`src/rtl/lnk_irq_pkg.sv`:
```
package lnk_irq_pkg;

  // register word width and the field positions inside each register
  localparam int REG_W         = 16;
  localparam int STS_LINK_BIT  = 0;
  localparam int STS_SUM_BIT   = 7;
  localparam int CFG_OE_BIT    = 0;
  localparam int CFG_IE_BIT    = 1;
  localparam int CFG_POL_BIT   = 3;
  localparam int INT_EN_BIT    = 5;
  localparam int INT_EVT_BIT   = 13;

  typedef struct packed {
    logic pol;  // 1 = active-high pin
    logic ie;   // global interrupt enable
    logic oe;   // pin output enable
  } pin_cfg_t;

  typedef enum logic [1:0] {
    SEL_NONE = 2'd0,
    SEL_STS  = 2'd1,
    SEL_CFG  = 2'd2,
    SEL_INT  = 2'd3
  } reg_sel_e;

endpackage

```
`src/rtl/lnk_irq_sync.sv`:
```
module lnk_irq_sync #(
  parameter int STAGES = 2
) (
  input  logic clk,
  input  logic rst_n,
  input  logic link_in,
  output logic lnk_sync,
  output logic lnk_edge
);

  logic [STAGES-1:0] chain_q;
  logic [STAGES-1:0] chain_d;
  logic              prev_q;
  logic              prev_d;

  generate
    if (STAGES == 1) begin : g_single
      always_comb chain_d = link_in;
    end else begin : g_multi
      always_comb chain_d = {chain_q[STAGES-2:0], link_in};
    end
  endgenerate

  always_comb prev_d = chain_q[STAGES-1];

  always_ff @(posedge clk or negedge rst_n) begin
    if (!rst_n) begin
      chain_q <= '0;
      prev_q  <= 1'b0;
    end else begin
      chain_q <= chain_d;
      prev_q  <= prev_d;
    end
  end

  assign lnk_sync = chain_q[STAGES-1];
  assign lnk_edge = chain_q[STAGES-1] ^ prev_q;

endmodule

```
`src/rtl/lnk_irq_evt.sv`:
```
module lnk_irq_evt (
  input  logic clk,
  input  logic rst_n,
  input  logic lnk_edge,
  input  logic rd_int,
  input  logic rd_sts,
  input  logic wr_int,
  input  logic wr_en_bit,
  output logic evt_q,
  output logic en_q,
  output logic flag_q
);

  logic evt_d;
  logic en_d;
  logic flag_d;
  logic cond_now;
  logic cond_nxt;
  logic flag_set;

  always_comb begin
    // an edge arriving with the clearing read keeps the event
    evt_d    = lnk_edge | (evt_q & ~rd_int);
    en_d     = en_q;
    if (wr_int) en_d = wr_en_bit;
    cond_now = evt_q & en_q;
    cond_nxt = evt_d & en_d;
    flag_set = cond_nxt & ~cond_now;
    flag_d   = flag_set | (flag_q & ~rd_sts);
  end

  always_ff @(posedge clk or negedge rst_n) begin
    if (!rst_n) begin
      evt_q  <= 1'b0;
      flag_q <= 1'b0;
    end else begin
      evt_q  <= evt_d;
      flag_q <= flag_d;
    end
  end

  always_ff @(posedge clk or negedge rst_n) begin
    if (!rst_n) begin
      en_q <= 1'b0;
    end else if (wr_int) begin
      en_q <= en_d;
    end
  end

endmodule

```
`src/rtl/lnk_irq_regs.sv`:
```
module lnk_irq_regs
  import lnk_irq_pkg::*;
#(
  parameter int                ADDR_W   = 5,
  parameter logic [ADDR_W-1:0] STS_ADDR = ADDR_W'('h10),
  parameter logic [ADDR_W-1:0] CFG_ADDR = ADDR_W'('h11),
  parameter logic [ADDR_W-1:0] INT_ADDR = ADDR_W'('h12)
) (
  input  logic              clk,
  input  logic              rst_n,
  input  logic              reg_cs,
  input  logic              reg_we,
  input  logic [ADDR_W-1:0] reg_addr,
  input  logic [REG_W-1:0]  reg_wdata,
  input  logic              lnk_sync,
  input  logic              evt_q,
  input  logic              en_q,
  input  logic              flag_q,
  output logic              rd_sts,
  output logic              rd_int,
  output logic              wr_int,
  output logic              wr_en_bit,
  output pin_cfg_t          cfg_q,
  output logic [REG_W-1:0]  reg_rdata
);

  reg_sel_e          sel;
  logic              rd_stb;
  logic              wr_stb;
  logic              wr_cfg;
  pin_cfg_t          cfg_d;
  logic [REG_W-1:0]  rd_mux;
  logic [REG_W-1:0]  rdata_q;
  logic              wdata_unused;

  always_comb begin
    sel = SEL_NONE;
    if (reg_addr == STS_ADDR)      sel = SEL_STS;
    else if (reg_addr == CFG_ADDR) sel = SEL_CFG;
    else if (reg_addr == INT_ADDR) sel = SEL_INT;
  end

  always_comb begin
    rd_stb    = reg_cs & ~reg_we;
    wr_stb    = reg_cs & reg_we;
    rd_sts    = rd_stb & (sel == SEL_STS);
    rd_int    = rd_stb & (sel == SEL_INT);
    wr_int    = wr_stb & (sel == SEL_INT);
    wr_cfg    = wr_stb & (sel == SEL_CFG);
    wr_en_bit = reg_wdata[INT_EN_BIT];
    cfg_d.pol = reg_wdata[CFG_POL_BIT];
    cfg_d.ie  = reg_wdata[CFG_IE_BIT];
    cfg_d.oe  = reg_wdata[CFG_OE_BIT];
  end

  assign wdata_unused = ^{reg_wdata[REG_W-1:INT_EN_BIT+1],
                          reg_wdata[INT_EN_BIT-1:CFG_POL_BIT+1],
                          reg_wdata[CFG_IE_BIT+1]};

  always_comb begin
    rd_mux = '0;
    unique case (sel)
      SEL_STS: begin
        rd_mux[STS_LINK_BIT] = lnk_sync;
        rd_mux[STS_SUM_BIT]  = flag_q;
      end
      SEL_CFG: begin
        rd_mux[CFG_POL_BIT] = cfg_q.pol;
        rd_mux[CFG_IE_BIT]  = cfg_q.ie;
        rd_mux[CFG_OE_BIT]  = cfg_q.oe;
      end
      SEL_INT: begin
        rd_mux[INT_EVT_BIT] = evt_q;
        rd_mux[INT_EN_BIT]  = en_q;
      end
      default: rd_mux = '0;
    endcase
  end

  always_ff @(posedge clk or negedge rst_n) begin
    if (!rst_n) begin
      cfg_q <= '0;
    end else if (wr_cfg) begin
      cfg_q <= cfg_d;
    end
  end

  always_ff @(posedge clk or negedge rst_n) begin
    if (!rst_n) begin
      rdata_q <= '0;
    end else if (rd_stb) begin
      rdata_q <= rd_mux;
    end
  end

  assign reg_rdata = rdata_q;

endmodule

```
`src/rtl/lnk_irq_pin.sv`:
```
module lnk_irq_pin
  import lnk_irq_pkg::*;
(
  input  pin_cfg_t cfg,
  input  logic     evt_q,
  input  logic     en_q,
  output logic     irq_out,
  output logic     irq_oe
);

  logic active;

  always_comb begin
    active  = cfg.ie & evt_q & en_q;
    irq_out = active ? cfg.pol : ~cfg.pol;
    irq_oe  = cfg.oe;
  end

endmodule

```
`src/rtl/lnk_irq_ctrl.sv`:
```
module lnk_irq_ctrl
  import lnk_irq_pkg::*;
#(
  parameter int                ADDR_W      = 5,
  parameter int                SYNC_STAGES = 2,
  parameter logic [ADDR_W-1:0] STS_ADDR    = ADDR_W'('h10),
  parameter logic [ADDR_W-1:0] CFG_ADDR    = ADDR_W'('h11),
  parameter logic [ADDR_W-1:0] INT_ADDR    = ADDR_W'('h12)
) (
  input  logic              clk,
  input  logic              rst_n,
  input  logic              link_in,
  input  logic              reg_cs,
  input  logic              reg_we,
  input  logic [ADDR_W-1:0] reg_addr,
  input  logic [REG_W-1:0]  reg_wdata,
  output logic [REG_W-1:0]  reg_rdata,
  output logic              irq_out,
  output logic              irq_oe
);

  localparam int RST_STAGES = 2;

  logic [RST_STAGES-1:0] rst_q;
  logic                  rst_i;
  logic                  lnk_sync;
  logic                  lnk_edge;
  logic                  evt_pend;
  logic                  evt_en;
  logic                  sum_flag;
  logic                  rd_sts;
  logic                  rd_int;
  logic                  wr_int;
  logic                  wr_en_bit;
  pin_cfg_t              pin_cfg;

  // asynchronous assertion, synchronous release
  always_ff @(posedge clk or negedge rst_n) begin
    if (!rst_n) rst_q <= '0;
    else        rst_q <= {rst_q[RST_STAGES-2:0], 1'b1};
  end
  assign rst_i = rst_q[RST_STAGES-1];

  lnk_irq_sync #(.STAGES(SYNC_STAGES)) u_sync (
    .clk      (clk),
    .rst_n    (rst_i),
    .link_in  (link_in),
    .lnk_sync (lnk_sync),
    .lnk_edge (lnk_edge)
  );

  lnk_irq_evt u_evt (
    .clk       (clk),
    .rst_n     (rst_i),
    .lnk_edge  (lnk_edge),
    .rd_int    (rd_int),
    .rd_sts    (rd_sts),
    .wr_int    (wr_int),
    .wr_en_bit (wr_en_bit),
    .evt_q     (evt_pend),
    .en_q      (evt_en),
    .flag_q    (sum_flag)
  );

  lnk_irq_regs #(
    .ADDR_W   (ADDR_W),
    .STS_ADDR (STS_ADDR),
    .CFG_ADDR (CFG_ADDR),
    .INT_ADDR (INT_ADDR)
  ) u_regs (
    .clk       (clk),
    .rst_n     (rst_i),
    .reg_cs    (reg_cs),
    .reg_we    (reg_we),
    .reg_addr  (reg_addr),
    .reg_wdata (reg_wdata),
    .lnk_sync  (lnk_sync),
    .evt_q     (evt_pend),
    .en_q      (evt_en),
    .flag_q    (sum_flag),
    .rd_sts    (rd_sts),
    .rd_int    (rd_int),
    .wr_int    (wr_int),
    .wr_en_bit (wr_en_bit),
    .cfg_q     (pin_cfg),
    .reg_rdata (reg_rdata)
  );

  lnk_irq_pin u_pin (
    .cfg     (pin_cfg),
    .evt_q   (evt_pend),
    .en_q    (evt_en),
    .irq_out (irq_out),
    .irq_oe  (irq_oe)
  );

endmodule

```
`config.mk`:
```
export PLATFORM = sky130hd
export DESIGN_NAME = lnk_irq_ctrl
export DESIGN_NICKNAME = d
export VERILOG_FILES = /design/src/rtl/lnk_irq_pkg.sv /design/src/rtl/lnk_irq_sync.sv /design/src/rtl/lnk_irq_evt.sv /design/src/rtl/lnk_irq_regs.sv /design/src/rtl/lnk_irq_pin.sv /design/src/rtl/lnk_irq_ctrl.sv
export SDC_FILE = /design/constraint.sdc
export NUM_CORES = 1
export LEC_CHECK = 0
export BUFFER_PORTS_ARGS = -buffer_cell sky130_fd_sc_hd__buf_2
export CAP_MARGIN = 20
export CORE_AREA = 2 2 45 47
export CTS_CLUSTER_SIZE = 25
export DETAILED_ROUTE_END_ITERATION = 7
export DIE_AREA = 0 0 47 49
export GPL_ROUTABILITY_DRIVEN = 0
export PLACE_DENSITY = 0.79
export REMOVE_ABC_BUFFERS = 1
export SYNTH_ARGS = -nofsm -noshare
export SYNTH_HDL_FRONTEND = slang
export SYNTH_SLANG_ARGS = --single-unit
```
`constraint.sdc`:
```
create_clock -name clk -period 2.6 [get_ports clk]
set_clock_uncertainty 0.2 [all_clocks]
set_input_delay 0.13 -clock clk [delete_from_list [all_inputs] [get_ports clk]]
set_output_delay 0.13 -clock clk [all_outputs]
set_load 0.02 [all_outputs]
```
* Word-level counts from Yosys, hierarchy flattened *
Index checks and enable logic that the tools add are counted.

cells by class
  eq/ne operators = 6
  mux-type cells = 11
  bitwise gates (word level) = 21

operator list
  kind                count
  $eq 5x5->1 const B  3
  $and 1x1->1         13
  $mux 1              7
  $mux 2              3
  $not 1->1           5
  $eq 2x2->1 const B  2
  $eq 2x1->1 const B  1
  $or 1x1->1          2
  $pmux 1 s2          1
  $xor 1x1->1         1

word-level totals
  register bits after elaboration = 17
  input bits = 26
  output and inout bits = 18
  word-level logic and storage cells = 48

* Longest topological paths before layout *
Gate-level depths: netlist (run 1).

  depth in word-level cells = 12
  depth in mapped cells = 5
  gate-level depth less buffers = 4

* Modules after synthesis *
A second synthesis (run 1) with hierarchy kept.

second synthesis, totals
  cell total of the unflattened synthesis = 68
  area, all modules = 805.8 um^2

modules (own cells, without submodules)
  module        instances  cells an instance  area an instance (um^2)  sequential area each (um^2)
  lnk_irq_regs  1          49                 523.0                    225.2
  lnk_irq_evt   1          9                  118.9                    75.1
  lnk_irq_sync  1          4                  83.8                     75.1
  lnk_irq_ctrl  1          3                  53.8                     50.0
  lnk_irq_pin   1          3                  26.3                     0.0

* Worst setup path before layout (run 1) *
OpenSTA, ideal clock, no wires.

  kind = in2reg
  start = input reg_addr[0]
  end = register u_evt.en_q
  data arrival time = 1.161 ns
  path slack = 1.115 ns
  stages on the path = 3
  path buffers = 0
  path through = or4b_4 > nor2_1 > mux2_2

on the way
  cells in the longest elaborated chain, start to end = 7
  elaborated cells on any way between the ends = 9

ends and longest elaborated chain
  item                  line                source
  from (decl)           lnk_irq_ctrl.sv:15  input logic [ADDR_W-1:0] reg_addr,
  $eq 5x5->1            lnk_irq_regs.sv:40  else if (reg_addr == INT_ADDR) sel = SEL_INT;
  $mux 2                lnk_irq_regs.sv:40
  $mux 2                lnk_irq_regs.sv:39  else if (reg_addr == CFG_ADDR) sel = SEL_CFG;
  $mux 2 (*)            lnk_irq_regs.sv:38  if (reg_addr == STS_ADDR) sel = SEL_STS;
  $eq 2x2->1 (*)        lnk_irq_regs.sv:48  wr_int = wr_stb & (sel == SEL_INT);
  $and 1x1->1 (*)       lnk_irq_regs.sv:48
  $mux 1                lnk_irq_evt.sv:25   if (wr_int) en_d = wr_en_bit;
  to (signal assigned)  lnk_irq_evt.sv:46   en_q <= en_d;
  to (decl)             lnk_irq_evt.sv:10   output logic en_q,

Every way passes the cells marked *; elsewhere a longest branch is shown, timed or not.
A chain may end at the register's enable or synchronous reset.

* Final worst setup path (run 1) *
  start = input reg_addr[1]
  end = register u_regs.rdata_q[1] (netlist: u_regs.reg_rdata[1])

on the way
  cells in the longest elaborated chain, start to end = 6
  elaborated cells on any way between the ends = 8

ends and longest elaborated chain
  item                  line                source
  $eq 5x5->1            lnk_irq_regs.sv:40
  $mux 2                lnk_irq_regs.sv:40
  $mux 2                lnk_irq_regs.sv:39
  $mux 2 (*)            lnk_irq_regs.sv:38
  $eq 2x2->1 (*)        lnk_irq_regs.sv:62  unique case (sel)
  $mux 1 (*)            lnk_irq_regs.sv:62
  to (signal assigned)  lnk_irq_regs.sv:92  rdata_q <= rd_mux;
  to (decl)             lnk_irq_regs.sv:33  logic [REG_W-1:0] rdata_q;

Marks and branches as above.

==> results of run 1 <==
==> layout make-up <==
type	count	area share, %
Sequential cell	17	42.5
Multi-Input combinational cell	53	30.2
Timing Repair Buffer	31	20.5
Tap cell	27	3.38
Clock buffer	4	2.63
Inverter	2	0.750
==> stage by stage <==
step / utilization [%] / hold slack, ps / std cells / setup slack (ps) / total power [W]
floorplan: - / -366 / 72 / 1110 / 0.000348
global placement: 47.5 / -285 / 120 / 982 / 0.000374
detailed placement: 47.5 / -284 / 120 / 953 / 0.000377
CTS: 54.3 / 30.3 / 134 / 607 / 0.000520
global route: 54.3 / 78.3 / 134 / 489 / 0.000541
finish: 54.3 / 34.0 / 134 / 597 / 0.000515
==> layout by cell type, fill, tap and decap left out, drive strengths merged, types with 3 or more instances in the layout <==
cell / netlist / routed
nor2: 5 / 5
dlygate4sd3: 0 / 10
conb: 2 / 11
buf: 10 / 21
nand3: 6 / 6
o31ai: 3 / 3
clkbuf: 1 / 4
dfrtp: 17 / 17
mux2: 4 / 4
nand2: 12 / 12
==> layer usage <==
metal / routed length, um / track usage (%)
met1: 543 / 16.5
met3: 83 / 2.59
met4: 0 / 2.78
met5: 0 / 0
met2: 680 / 21.5
==> sequential cells by signal (all words and copies together) (netlist names) <==
name,flops
u_evt.en_q,1
u_regs.cfg_q,3
u_evt.flag_q,1
u_evt.evt_q,1
u_sync.chain_q,2
rst_q,2
u_regs.reg_rdata,6
u_sync.prev_q,1
==> kinds of logic (layout without fill, tap and decap cells) <==
logic type / count (synthesis) / count (layout) / synth area share [%]
compound gates: 8 / 8 / 7.37
xor+xnor: 2 / 2 / 2.24
buf+inv: 13 / 37 / 11.1
flops: 17 / 17 / 54.5
mux: 4 / 4 / 5.77
other cells: 2 / 11 / 0.962
simple gates: 28 / 28 / 18.1
==> where the power goes <==
part           internal (W)  switching [W]
sequential         0.000282      0.0000159
clock             0.0000594      0.0000742
combinational     0.0000375      0.0000467
==> worst max-delay path by stage <==
stage / start / end / slack, ps / cells after the start
after floorplan: reg_addr[0] / u_evt.en_q / 1110 / 3
after global placement: reg_addr[0] / u_evt.en_q / 980 / 4
after detailed placement: reg_addr[0] / u_evt.en_q / 950 / 4
after CTS: reg_addr[1] / u_regs.reg_rdata[1] / 610 / 6
after global routing: reg_addr[1] / u_regs.reg_rdata[1] / 490 / 6
final: reg_addr[1] / u_regs.reg_rdata[1] / 600 / 6
==> worst max-delay path, delay by kind of cell <==
kind | cells | cell delay, ps
buf+inv | 3 | 1320
simple gates | 3 | 560
==> results.yml, run 1 <==
worst_setup_path:
  slowest_stage: "dlygate4sd3_1"
  ff2ff_path_depth: 4
  crit_fanout: 5
  worstPathArrival_ps: 2010
  reg2reg_to: "u_evt.flag_q"
  r2r_start: "u_sync.chain_q[1]"
  critPathLaunchType: "primary input"
  crit_type: "in2reg"
  path_cells: "dlygate4sd3_1 -> buf_2 -> nor4_2 -> dlygate4sd3_1 -> nand3_1 -> nand2_1"
  cpMostUsedCell: "dlygate4sd3_1"
  endpoint_kind: "register"
  required_ps: 2610
  r2r_slack_ps: 1270
  cpPeakStageDelay_ps: 640
logic_synthesis:
  synth-edff-count: 0
  synth.yosys.warnings: 0
  yosysTopAreaCell: "dfrtp_1"
  synth_ff_type: "dfrtp_1"
  syn_area_um2: 781
  syn_area_per_cell_um2: 10.6
  yosysMostFrequentCell: "dfrtp_1"
  netlist.area_leader.share_pct: 54.5
  netlist_top_cells_area: "dfrtp_1, buf_4, mux2_2, nand2_1, nand3_1"
  synth-seq-area-share_pct: 54.5
  netlist_top_cells_count: "dfrtp_1, nand2_1, buf_4"
  async_flop_share_pct: 100
  yosys_register_bits: 17
  synth_cells: 74
  synth_cell_types: 20
min_path:
  worstHoldStart: "reg_we"
  hold_depth: 4
  whs_endpoint: "u_regs.reg_rdata[3]"
  hold_path_class: "in2reg"
final_layout:
  postLayoutCellArea_um2: 1000
  drive_above_1_share_pct: 29.9
  antenna_cells: 0
  fill_cells: 183
  area_growth_pct: 28.2
  area.sequential_um2: 425
  final_nets: 134
  multi_input_area_um2: 303
drt:
  first_pass_iters: 4
  vias_per_cell: 4.37
  wirelength_um: 1310
  ant_nets: 0
  vias: 586
  drt_iter0_markers: 10
  wl_per_cell_um: 9.75
  drc: 0
power:
  vdd_drop_max_mv: 0.302
  pwr_density_cell_nw_per_um2: 515
  p_leak_nw: 0.498
timing:
  slew_violations: 0
  final.min_clock_period_ps: 2000
  tightestPinTransition_ps: 574
  rsz0062_at_grt: "false"
  finalSetupTns_ps: 0
  finalCritPeriodShare_pct: 77.0
  hold_violations: 0
  relSlewSlack_pct: 61.8
  setup_violations: 0
  fmax_mhz: 499
job:
  drv_cap: 0
placed_design:
  portBuffers: 21
  place_area_um2: 875
  hpwl_um: 1030
cts:
  clk_pin_slew_ps: 100
  clk_latency_ps: 280
  cts_resized: 0
  clkSinkCount: 17
  cts_max_path_buffers: 2
  cts_max_level: 1
  cts-root-buf: "clkbuf_4"
  cts_tree: "done"
  cts_hold_buf: 10
  postCtsSetupBuffers: 0
  numCtsBuffers: 3
die:
  start_util_pct: 42.4
  die_y_um: 49
  core-area_um2: 1840
  design.die.area_um2: 2300
  pin_count: 44
  num_rows: 16
  die-width_um: 47
status:
  status: "finished, final reports clean"
grt:
  grt_pass1_vias: 561
  grt_max_degree: 16
  grt_pass1_wl_um: 2210
  overflow: 0
  grt_usage_pct: 12.8
  antenna_found_initial: 0
Power figures use the tool's default switching activity.
==> run 2, diff against run 1 <==
- CORE_AREA: 2 2 45 47 -> 2 2 49 51
- DIE_AREA: 0 0 47 49 -> 0 0 51 53
- PLACE_DENSITY: 0.79 -> 0.7
- clock period: 2.6 -> 1.7 ns (I/O delays scaled with it)
==> run 2 against run 1 <==
  * The flow now finishes with violations (negative hold slack)
  * Via count up 0.68%
  * Sequential share of layout area fell by 0.52 points
  * Utilization shrank 7.2 points
  * Combinational power grew 57%
  * Register-to-register slack got worse by 890 ps
  * First-iteration DRC count shrank 70%
  * Global-route usage down 1.4 points
  * Non-clock buffer count unchanged
  * Hold slack lost 45 ps
  * Cell area up 1.2%
  * Wire length is 2.6% higher
  * Setup slack lost 460 ps
==> results.yml, run 2 (synthesis gave the netlist of run 1 again) <==
final_layout:
  drive_above_1_share_pct: 31.8
  largest_register_ffs: 6
  final_nets: 134
  layout_common_cells: "buf_2, dfrtp_1, nand2_1"
  area_growth_pct: 29.8
  antenna_cells: 0
  layout_commonest_cell: "buf_2"
timing:
  finalWorstSetupSlack_ps: 140
  slew_violations: 0
  setup_violations: 0
  tightestPinTransition_ps: 570
  rsz0062_at_grt: "false"
  finalSetupTns_ps: 0
  relSlewSlack_pct: 62.0
  fmax_mhz: 641
  whs_ps: -11.0
  hold_violations: 4
  finalCritPeriodShare_pct: 91.8
  final.min_clock_period_ps: 1560
grt:
  grt_usage_pct: 11.4
  grt_pass1_wl_um: 2200
  grt_max_degree: 16
  grt_pass1_vias: 541
  overflow: 0
  antenna_found_initial: 0
drt:
  wirelength_um: 1340
  vias: 590
  first_pass_iters: 2
  drt_iter0_markers: 3
  drc: 0
  ant_nets: 0
  wl_per_cell_um: 9.93
  vias_per_cell: 4.37
cts:
  clk_latency_ps: 290
  numCtsBuffers: 3
  cts_max_path_buffers: 2
  cts_hold_buf: 9
  cts-root-buf: "clkbuf_4"
  cts_tree: "done"
  postCtsSetupBuffers: 0
  cts_max_level: 1
  clkSinkCount: 17
  clk_pin_slew_ps: 90
placed_design:
  hpwl_um: 1070
  post-place-ws_ps: 102
  portBuffers: 21
die:
  design.die.area_um2: 2700
  die-width_um: 51
  core-area_um2: 2150
  start_util_pct: 36.3
  pin_count: 44
  die_y_um: 53
  num_rows: 17
status:
  failed_checks: "negative hold slack"
  status: "finished, violations left"
worst_setup_path:
  required_ps: 1680
  ff2ff_path_depth: 4
  worstPathArrival_ps: 1540
  crit_type: "in2reg"
  r2r_slack_ps: 380
  endpoint_kind: "register"
  critPathLaunchType: "primary input"
  crit_fanout: 5
job:
  drv_cap: 0
power:
  p_leak_nw: 0.499
  vdd_drop_max_mv: 0.452
  pwr_density_cell_nw_per_um2: 792
min_path:
  hold_path_class: "in2reg"
  hold_depth: 4
-- run 2: cell count changes in the layout (fill, tap and decap cells not counted), sizes merged --
cell / previous run / this run
buf: 21 / 22
dlygate4sd3: 10 / 9
-- run 2: path summary, 6_finish.rpt --
| check | start | endpoint |
|---|---|---|
| setup reg to reg | u_sync.chain_q[1] | u_evt.flag_q |
| hold reg to reg | rst_q[1] | u_evt.en_q |
| setup / recovery | reg_addr[1] | u_regs.cfg_q[0] |
| max in group asynchronous | rst_n | rst_q[1] |
| hold / removal | reg_addr[0] | u_evt.flag_q |
| min in group asynchronous | rst_q[1] | u_evt.en_q |
-- run 2: metal layers --
layer  global-route usage (%)  vias to the layer above  share of wire (%)
met4                     6.76                        0               0.89
met1                     12.0                      277                 41
met2                     19.9                       20                 52
met5                        0                        -                  0
li1                         -                      291                  -
met3                     3.67                        2                6.0
-- run 2: metrics by stage --
step           util (%)  hold slack (ps)  area, um^2  power (W)  std cells
6_report           47.2            -11.0        1010   0.000802        135
3_5_place_dp       41.1             -327         883   0.000578        122
3_3_place_gp       41.1             -330         883   0.000573        122
2_1_floorplan         -             -411         736   0.000533         72
4_1_cts            46.5            -7.64        1000   0.000805        135
5_1_grt            47.2            -2.51        1010   0.000844        135
-- run 2: cell type report --
cell class | instances | area [um^2]
Clock buffer | 4 | 26.3
Fill cell | 215 | 1130
Inverter | 2 | 7.51
Multi-Input combinational cell | 53 | 317
Sequential cell | 17 | 425
Tap cell | 28 | 35.0
Timing Repair Buffer | 31 | 203
-- run 2: worst max-delay path: stages --
cell           delay [ps]
dlygate4sd3_1         530
buf_2                 160
nor4_4                330
nand3_2               150
mux2_2                290
-- run 2: repair_timing --
action	4_1_cts	5_1_grt
endpoints found under the hold margin	14	1
resized for setup	0	2
setup endpoints to repair	0	3
-- run 2: where the power goes --
group	leakage [nW]	internal (W)	switching [W]
clock network	0.0150	0.0000914	0.000123
logic	0.273	0.0000577	0.0000741
registers	0.211	0.000431	0.0000253
total	0.499	0.000580	0.000223
